$ cat src/rtl/irq_entry_pkg.sv
package irq_entry_pkg;

    localparam int WORD_W    = 32;
    localparam int PUSH_BITS = 10;
    localparam int KEEP_LOW  = 30;
    localparam int EXS_SHIFT = 8;
    localparam int SLOT_SHIFT = 2;

    typedef enum logic [3:0] {
        ST_IDLE,
        ST_DROP_USER,
        ST_STATUS,
        ST_STACK,
        ST_SAVE,
        ST_FETCH_REQ,
        ST_FETCH_WAIT,
        ST_FINISH,
        ST_FAULT
    } step_e;

    typedef struct packed {
        logic [WORD_W-1:0] stat;
        logic [WORD_W-1:0] sp;
        logic [WORD_W-1:0] ksp;
        logic [WORD_W-1:0] pc;
        logic [WORD_W-1:0] ebase;
        logic              from_user;
    } snap_t;

    function automatic logic [WORD_W-1:0] push_status(input logic [WORD_W-1:0] old);
        logic [WORD_W-1:0] shifted;
        logic [WORD_W-1:0] low_mask;
        shifted  = old << PUSH_BITS;
        low_mask = {{(WORD_W-KEEP_LOW){1'b0}}, {KEEP_LOW{1'b1}}};
        return (shifted & low_mask) | {old[WORD_W-1], {(WORD_W-1){1'b0}}};
    endfunction

endpackage

$ cat src/rtl/irq_seq_fsm.sv
module irq_seq_fsm
    import irq_entry_pkg::*;
(
    input  logic  clk,
    input  logic  rst,
    input  logic  irq_req,
    input  logic  irq_en,
    input  logic  from_user,
    input  logic  mem_valid,
    input  logic  mem_err,
    output step_e step,
    output logic  accept,
    output logic  take_resp
);

    step_e step_nx;

    assign accept    = (step == ST_IDLE) && irq_req && irq_en;
    assign take_resp = (step == ST_FETCH_WAIT) && mem_valid;

    always_comb begin
        step_nx = step;
        unique case (step)
            ST_IDLE:       if (accept) step_nx = ST_DROP_USER;
            ST_DROP_USER:  step_nx = ST_STATUS;
            ST_STATUS:     step_nx = from_user ? ST_STACK : ST_SAVE;
            ST_STACK:      step_nx = ST_SAVE;
            ST_SAVE:       step_nx = ST_FETCH_REQ;
            ST_FETCH_REQ:  step_nx = ST_FETCH_WAIT;
            ST_FETCH_WAIT: if (take_resp) step_nx = mem_err ? ST_FAULT : ST_FINISH;
            ST_FINISH:     step_nx = ST_IDLE;
            ST_FAULT:      step_nx = ST_IDLE;
            default:       step_nx = ST_IDLE;
        endcase
    end

    always_ff @(posedge clk) begin
        if (rst) step <= ST_IDLE;
        else     step <= step_nx;
    end


    accept_leaves_idle_chk: assert property (@(posedge clk) disable iff (rst)
        accept |=> (step == ST_DROP_USER));


    wait_holds_chk: assert property (@(posedge clk) disable iff (rst)
        ((step == ST_FETCH_WAIT) && !mem_valid) |=> (step == ST_FETCH_WAIT));

endmodule

$ cat src/rtl/irq_seq_path.sv
module irq_seq_path
    import irq_entry_pkg::*;
#(
    parameter int VEC_W = 8
) (
    input  logic              clk,
    input  logic              rst,
    input  logic              accept,
    input  logic              take_resp,
    input  logic [VEC_W-1:0]  irq_vec,
    input  logic              user_mode,
    input  logic [WORD_W-1:0] stat_in,
    input  logic [WORD_W-1:0] sp_in,
    input  logic [WORD_W-1:0] ksp_in,
    input  logic [WORD_W-1:0] pc_in,
    input  logic [WORD_W-1:0] ebase_in,
    input  logic [WORD_W-1:0] mem_rdata,
    output logic              from_user,
    output logic [WORD_W-1:0] stat_new,
    output logic [WORD_W-1:0] usp_val,
    output logic [WORD_W-1:0] sp_val,
    output logic [WORD_W-1:0] ret_val,
    output logic [WORD_W-1:0] exs_val,
    output logic [WORD_W-1:0] fetch_addr,
    output logic [WORD_W-1:0] handler
);

    localparam int PAD_W = WORD_W - VEC_W;

    snap_t            snap;
    logic [VEC_W-1:0] vec_q;
    logic [WORD_W-1:0] vec_wide;

    always_ff @(posedge clk) begin
        if (rst) begin
            snap    <= '0;
            vec_q   <= '0;
            handler <= '0;
        end else begin
            if (accept) begin
                snap.stat      <= stat_in;
                snap.sp        <= sp_in;
                snap.ksp       <= ksp_in;
                snap.pc        <= pc_in;
                snap.ebase     <= ebase_in;
                snap.from_user <= user_mode;
                vec_q          <= irq_vec;
            end
            if (take_resp) handler <= mem_rdata;
        end
    end

    assign vec_wide   = {{PAD_W{1'b0}}, vec_q};
    assign from_user  = snap.from_user;
    assign stat_new   = push_status(snap.stat);
    assign usp_val    = snap.sp;
    assign sp_val     = snap.ksp;
    assign ret_val    = snap.pc;
    assign exs_val    = vec_wide << EXS_SHIFT;
    assign fetch_addr = snap.ebase + (vec_wide << SLOT_SHIFT);

endmodule

$ cat src/rtl/irq_entry_seq.sv
module irq_entry_seq
    import irq_entry_pkg::*;
#(
    parameter int VEC_W = 8
) (
    input  logic              clk,
    input  logic              rst,
    input  logic              irq_req,
    input  logic [VEC_W-1:0]  irq_vec,
    input  logic              irq_en,
    input  logic              user_mode,
    input  logic [31:0]       stat_in,
    input  logic [31:0]       sp_in,
    input  logic [31:0]       ksp_in,
    input  logic [31:0]       pc_in,
    input  logic [31:0]       ebase_in,
    output logic              umode_clr,
    output logic              stat_we,
    output logic [31:0]       stat_out,
    output logic              usp_we,
    output logic [31:0]       usp_out,
    output logic              sp_we,
    output logic [31:0]       sp_out,
    output logic              ret_we,
    output logic [31:0]       ret_out,
    output logic              exs_we,
    output logic [31:0]       exs_out,
    output logic              eda_clr,
    output logic              mem_req,
    output logic [31:0]       mem_addr,
    input  logic              mem_valid,
    input  logic              mem_err,
    input  logic [31:0]       mem_rdata,
    output logic              pc_we,
    output logic [31:0]       pc_out,
    output logic              busy,
    output logic              done,
    output logic              err
);

    step_e step;
    logic  accept;
    logic  take_resp;
    logic  from_user;

    irq_seq_fsm u_fsm (
        .clk       (clk),
        .rst       (rst),
        .irq_req   (irq_req),
        .irq_en    (irq_en),
        .from_user (from_user),
        .mem_valid (mem_valid),
        .mem_err   (mem_err),
        .step      (step),
        .accept    (accept),
        .take_resp (take_resp)
    );

    irq_seq_path #(.VEC_W(VEC_W)) u_path (
        .clk        (clk),
        .rst        (rst),
        .accept     (accept),
        .take_resp  (take_resp),
        .irq_vec    (irq_vec),
        .user_mode  (user_mode),
        .stat_in    (stat_in),
        .sp_in      (sp_in),
        .ksp_in     (ksp_in),
        .pc_in      (pc_in),
        .ebase_in   (ebase_in),
        .mem_rdata  (mem_rdata),
        .from_user  (from_user),
        .stat_new   (stat_out),
        .usp_val    (usp_out),
        .sp_val     (sp_out),
        .ret_val    (ret_out),
        .exs_val    (exs_out),
        .fetch_addr (mem_addr),
        .handler    (pc_out)
    );

    assign busy      = (step != ST_IDLE);
    assign umode_clr = (step == ST_DROP_USER);
    assign stat_we   = (step == ST_STATUS);
    assign usp_we    = (step == ST_STACK);
    assign sp_we     = (step == ST_STACK);
    assign ret_we    = (step == ST_SAVE);
    assign exs_we    = (step == ST_SAVE);
    assign eda_clr   = (step == ST_SAVE);
    assign mem_req   = (step == ST_FETCH_REQ);
    assign pc_we     = (step == ST_FINISH);
    assign done      = (step == ST_FINISH);
    assign err       = (step == ST_FAULT);


    disabled_ignored_chk: assert property (@(posedge clk) disable iff (rst)
        (!busy && irq_req && !irq_en) |=> !busy);


    umode_then_stat_chk: assert property (@(posedge clk) disable iff (rst)
        umode_clr |=> stat_we);


    swap_after_status_chk: assert property (@(posedge clk) disable iff (rst)
        sp_we |-> $past(stat_we));


    req_single_chk: assert property (@(posedge clk) disable iff (rst)
        mem_req |=> !mem_req);


    fault_exclusive_chk: assert property (@(posedge clk) disable iff (rst)
        err |-> (!pc_we && !done));


    one_step_chk: assert property (@(posedge clk) disable iff (rst)
        $onehot0({umode_clr, stat_we, sp_we, ret_we, mem_req, pc_we, err}));

endmodule

$ cat config.mk
export PLATFORM = sky130hd
export DESIGN_NAME = irq_entry_seq
export DESIGN_NICKNAME = d
export VERILOG_FILES = /design/src/rtl/irq_entry_pkg.sv /design/src/rtl/irq_seq_fsm.sv /design/src/rtl/irq_seq_path.sv /design/src/rtl/irq_entry_seq.sv
export SDC_FILE = /design/constraint.sdc
export NUM_CORES = 1
export LEC_CHECK = 0
export ABC_AREA = 1
export BUFFER_PORTS_ARGS = -buffer_cell sky130_fd_sc_hd__buf_2
export CAP_MARGIN = 30
export CORE_AREA = 2 2 170 172
export CTS_CLUSTER_SIZE = 16
export DETAILED_ROUTE_END_ITERATION = 10
export DIE_AREA = 0 0 172 174
export GPL_TIMING_DRIVEN = 0
export PLACE_DENSITY = 0.71
export SETUP_SLACK_MARGIN = 0.5
export SLEW_MARGIN = 40
export SYNTH_ARGS = -nofsm -noshare
export SYNTH_HDL_FRONTEND = slang
export SYNTH_SLANG_ARGS = --single-unit
$ cat constraint.sdc
create_clock -name clk -period 1.6 [get_ports clk]
set_input_delay 0 -clock clk [delete_from_list [all_inputs] [get_ports clk]]
set_output_delay 0 -clock clk [all_outputs]
set_load 0.03 [all_outputs]
### After elaboration in Yosys (flattened, before gate mapping)

Cells that the tools add are included.

* flip-flop bits (word level): 205
* input port bits: 207
* output and inout bits: 236
* word-level logic and storage cells: 32

* add/subtract/negate cells: 1
* equal/unequal tests: 10
* multiplexer cells: 5
* bitwise logic cells: 1
* reduce and logical (&&, ||, !) cells: 6

Operators with widths (count)
* adder 32 x 10 -> 32 bit: 1
* OR 30 x 32 -> 32 bit: 1
* case mux 4 bit (7 select lines): 1
* == test 4 x 3 -> 1 bit, second input constant: 4
* 2-to-1 mux 4 bit: 3
* == test 4 x 2 -> 1 bit, second input constant: 2
* == test 4 x 1 -> 1 bit, second input constant: 1
* == test 4 bit, second input constant: 1
* zero test 4 bit: 1
* != test 2 bit, second input constant: 2
* nonzero test 4 bit: 1
* logical AND 1 bit: 3
* 2-to-1 mux 3 bit: 1
* AND reduction 2 bit: 1

### Depth between registers and ports, before layout

* depth after elaboration: 5
* mapped depth: 12
* mapped depth without buffers: 11

### Cells and area by module

From an unflattened synthesis, not the netlist that was laid out.

* cell total of the unflattened synthesis: 1322
* area total of the unflattened synthesis: 9351.5 um2

Modules (own cells, without submodules)
* irq_seq_path: times used 1, cells an instance 1253, area an instance 8949.8 um2, sequential area each 3803.6 um2
* irq_seq_fsm: times used 1, cells an instance 44, area an instance 292.8 um2, sequential area each 80.1 um2
* irq_entry_seq: times used 1, cells an instance 25, area an instance 108.9 um2, sequential area each 0.0 um2

### Worst setup path after synthesis

Ideal clock, no wire load.

* kind: register to output
* from: reg u_path.vec_q[0]
* to: out mem_addr[14]
* data arrival time: 2.203 ns
* data required time: 1.600 ns
* setup slack: -0.603 ns
* stages on the path, launching flop included: 10
* path buffers: 0
* cell sequence: dfxtp_1 ha_1 inv_1 fa_1 inv_1 nand3_1 nand3_1 nand2_1 nand2_1 xor2_1

* word-level cells in the longest chain between the ends: 1

RTL lines
* from (decl): RTL line irq_seq_path.sv:31 `logic [VEC_W-1:0] vec_q;`
* from (signal assigned): RTL line irq_seq_path.sv:47 `vec_q <= irq_vec;`
* adder 32 x 10 -> 32 bit: RTL line irq_seq_path.sv:60 `assign fetch_addr = snap.ebase + (vec_wide << SLOT_SHIFT);`
* to (decl): RTL line irq_entry_seq.sv:30 `output logic [31:0] mem_addr,`

No other way between the ends.

### Final worst setup path

* from: reg u_path.snap[6] (netlist bit)
* to: out mem_addr[28]

* word-level cells in the longest chain between the ends: 1

RTL lines
* from (decl): RTL line irq_seq_path.sv:30 `snap_t snap;`
* adder 32 x 10 -> 32 bit: RTL line irq_seq_path.sv:60

No other way between the ends.

==> reports/metrics.cfg <==
[logic_synthesis]
seq_area_frac_synth_pct=39.0
synth_area_leader_cell=dfxtp_1
synth_top_area_share_pct=39.0
synthCells=1346
synth.area.top_cells=dfxtp_1 39%, buf_4 12%, nand2_1 12%
synth_seq_cells=194
syn-cell-area_sq_um=9960
avgSynthCellArea_sq_um=7.40
synth_warnings=0
ys_types=26

[status]
violations=negative setup slack
status=complete, but fails checks

[power]
ir_drop_uv=565
power_mw=14.5
leakagePower_nw=9.39
powerDensity_nw_per_um2=703

[floorplan]
core_sq_um=28200
start_util_pct=35.3
rows=62
io_pins=443
die_y_um=174
dieArea_sq_um=29900
die-width_um=172

[hold_path]
min_path_type=in -> reg

[sta]
fin_skew_ns=0.0207
worst_slew_pin_slew_ns=0.880
tns_ns=-14.90
finalCriticalPeriod_ns=2.35
min_period_over_period_pct=147
fmax_mhz=426
rsz0062_at_grt=yes
hold_viol_final=0
report.final.slew_viol_count=0
worst_slack_ns=-0.745
setup_viol=40
max_slew_margin_pct=41.3

[worst_setup_path]
endpoint=mem_addr[28]
setup.worst_path.class=reg -> out
ff2ff_path_depth=9
r2r_end=u_path.sp_val[23]
rrSetupSlack_ns=-0.10
timing.rr.start=u_fsm.step[2]
worstPathArrival_ns=2.35
critPathRequiredTime_ns=1.60
start_kind=flip-flop
startpoint=u_path.snap[6]
cp-end-kind=output port
critPathMaxFanout=3

[clocking]
ctsLongestPathBuffers=2
clkTransAtPathRegs_ns=0.09
worst_skew_pair.late_latency_ns=0.45
clockRootBuffer=clkbuf_16
cts_tree=yes
numClockSinks=194
h-tree-depth=4
cts_inserted_buffers=17

[place]
placed_cells=2158
dp_hpwl_um=26800
io_buffers=394
finalWeightedCongestion=0.929

[final_layout]
fill_cells=1735
layout_common_cells=295 x buf_2, 254 x buf_4, 191 x dlygate4sd3_1
final_common_cell=buf_2
regArea_sq_um=4040
fin_cells=2535
syn2layout_area_growth_pct=107
multi_input_area_sq_um=6540
nets=2349
drive_above_1_share_pct=61.5

[run]
maxCapViolations=0

[route]
antenna_left=0
routed_wl_um=55000
num_vias=13700
dr.pass1.iters=5
post_drt_wl_per_cell_um=21.7
vias_per_cell=5.40
first_iter_violations=1193
drc=0

[grt]
grt_pass1_vias=13200
grt_start_max_net_pins=21
grt_pass1_wl_um=71100
antenna_found_initial=4
overflow=0
grtUsageTotal_pct=30.7

-- where the power goes --
part	leakage, nW	internal [mW]	switching [mW]
clock network	0.294	2.21	2.32
registers	1.62	5.07	0.254
logic	7.48	2.20	2.47
total	9.39	9.48	5.04
-- sequential cells by signal, indices dropped and copies added (netlist names) --
name              count
u_path.usp_val       32
u_path.snap          53
u_path.sp_val        32
u_fsm.step            4
u_path.ret_val       32
u_path.vec_q          8
u_path.handler       32
u_path.from_user      1
-- routing by layer --
layer / part of all wire (%) / up-vias / global-route usage, %
li1: - / 5953 / -
met1: 35 / 6412 / 33.5
met2: 49 / 1001 / 52.8
met3: 8.9 / 327 / 7.95
met4: 7.2 / 0 / 19.2
met5: 0 / - / 0
-- cell families after synthesis --
kind of cell    after synthesis  synth area share [%]
fa+ha+maj                     9                  1.21
buf+inv                     330                  19.2
flops                       194                  39.0
other cells                   1                0.0376
xor+xnor                     10                 0.879
compound gates              199                  11.5
simple gates                603                  28.2
-- layout make-up --
| cell class | count | share of cell area (%) |
|---|---|---|
| plain buffers | 260 | 10.7 |
| clock inverters | 13 | 0.720 |
| inverters | 70 | 1.43 |
| multi-input cells | 856 | 31.6 |
| repair buffers | 734 | 31.4 |
| flip-flops and latches | 194 | 19.5 |
| diodes | 5 | 0.0605 |
| well taps | 384 | 2.32 |
| clock buffers | 19 | 2.20 |
-- synthesized netlist by cell type --
| cell type | n |
|---|---|
| a211oi_2 | 20 |
| a21oi_1 | 175 |
| and2_1 | 2 |
| buf_1 | 5 |
| buf_2 | 49 |
| buf_4 | 160 |
| buf_6 | 2 |
| clkbuf_1 | 44 |
| conb_1 | 1 |
| dfxtp_1 | 194 |
| fa_1 | 1 |
| ha_1 | 8 |
| inv_1 | 70 |
| nand2_1 | 313 |
| nand3_1 | 47 |
| nand3_2 | 2 |
| nand3b_1 | 2 |
| nand4_1 | 172 |
| nor2_1 | 54 |
| nor2_4 | 2 |
| nor3_1 | 8 |
| nor4_1 | 1 |
| o21ai_0 | 3 |
| o21bai_1 | 1 |
| xnor2_1 | 1 |
| xor2_1 | 9 |
-- per-stage QoR --
step	hold slack [ns]	instance area [sq um]	util [%]	worst slack (ns)
2_1_floorplan	0.142	11000	-	-0.0176
4_1_cts	0.0289	18900	67.0	-0.524
6_report	0.0660	20700	73.2	-0.745
3_3_place_gp	0.270	13400	47.5	-0.203
3_5_place_dp	0.275	13400	47.5	-0.222
5_1_grt	0.0576	20700	73.2	-0.918
-- worst min-delay path by stage --
stage	startpoint	to	slack, ns	depth (start not counted)
after global routing	mem_valid	u_path.handler[1]	0.06	3
after global placement	irq_vec[6]	u_path.vec_q[6]	0.27	3
after detailed placement	irq_vec[4]	u_path.vec_q[4]	0.27	3
final	mem_valid	u_path.handler[1]	0.07	3
after floorplan	mem_err	u_fsm.step[3]	0.14	2
after CTS	mem_valid	u_path.handler[1]	0.03	3
-- repair_timing --
| item | CTS | global route |
|---|---|---|
| setup endpoints to repair | 245 | 348 |
| pin swaps | 156 | 148 |
| buffers inserted | 67 | 43 |
| hold endpoints to repair | 191 | 0 |
| hold buffers | 191 | 0 |
| gates resized for setup | 509 | 417 |
| gates cloned | 29 | 10 |
-- critical path, stage by stage, from the launching register on --
cell and delay [ns]:
dfxtp_4 0.37, ha_4 0.28, buf_4 0.12, nand2_1 0.11
nor2_4 0.13, buf_4 0.18, nand3_4 0.13, nand3_4 0.18
nand2_2 0.09, nand2_2 0.11, nand2_4 0.06, buf_6 0.13
No activity file was read; power rests on OpenSTA's default activity.
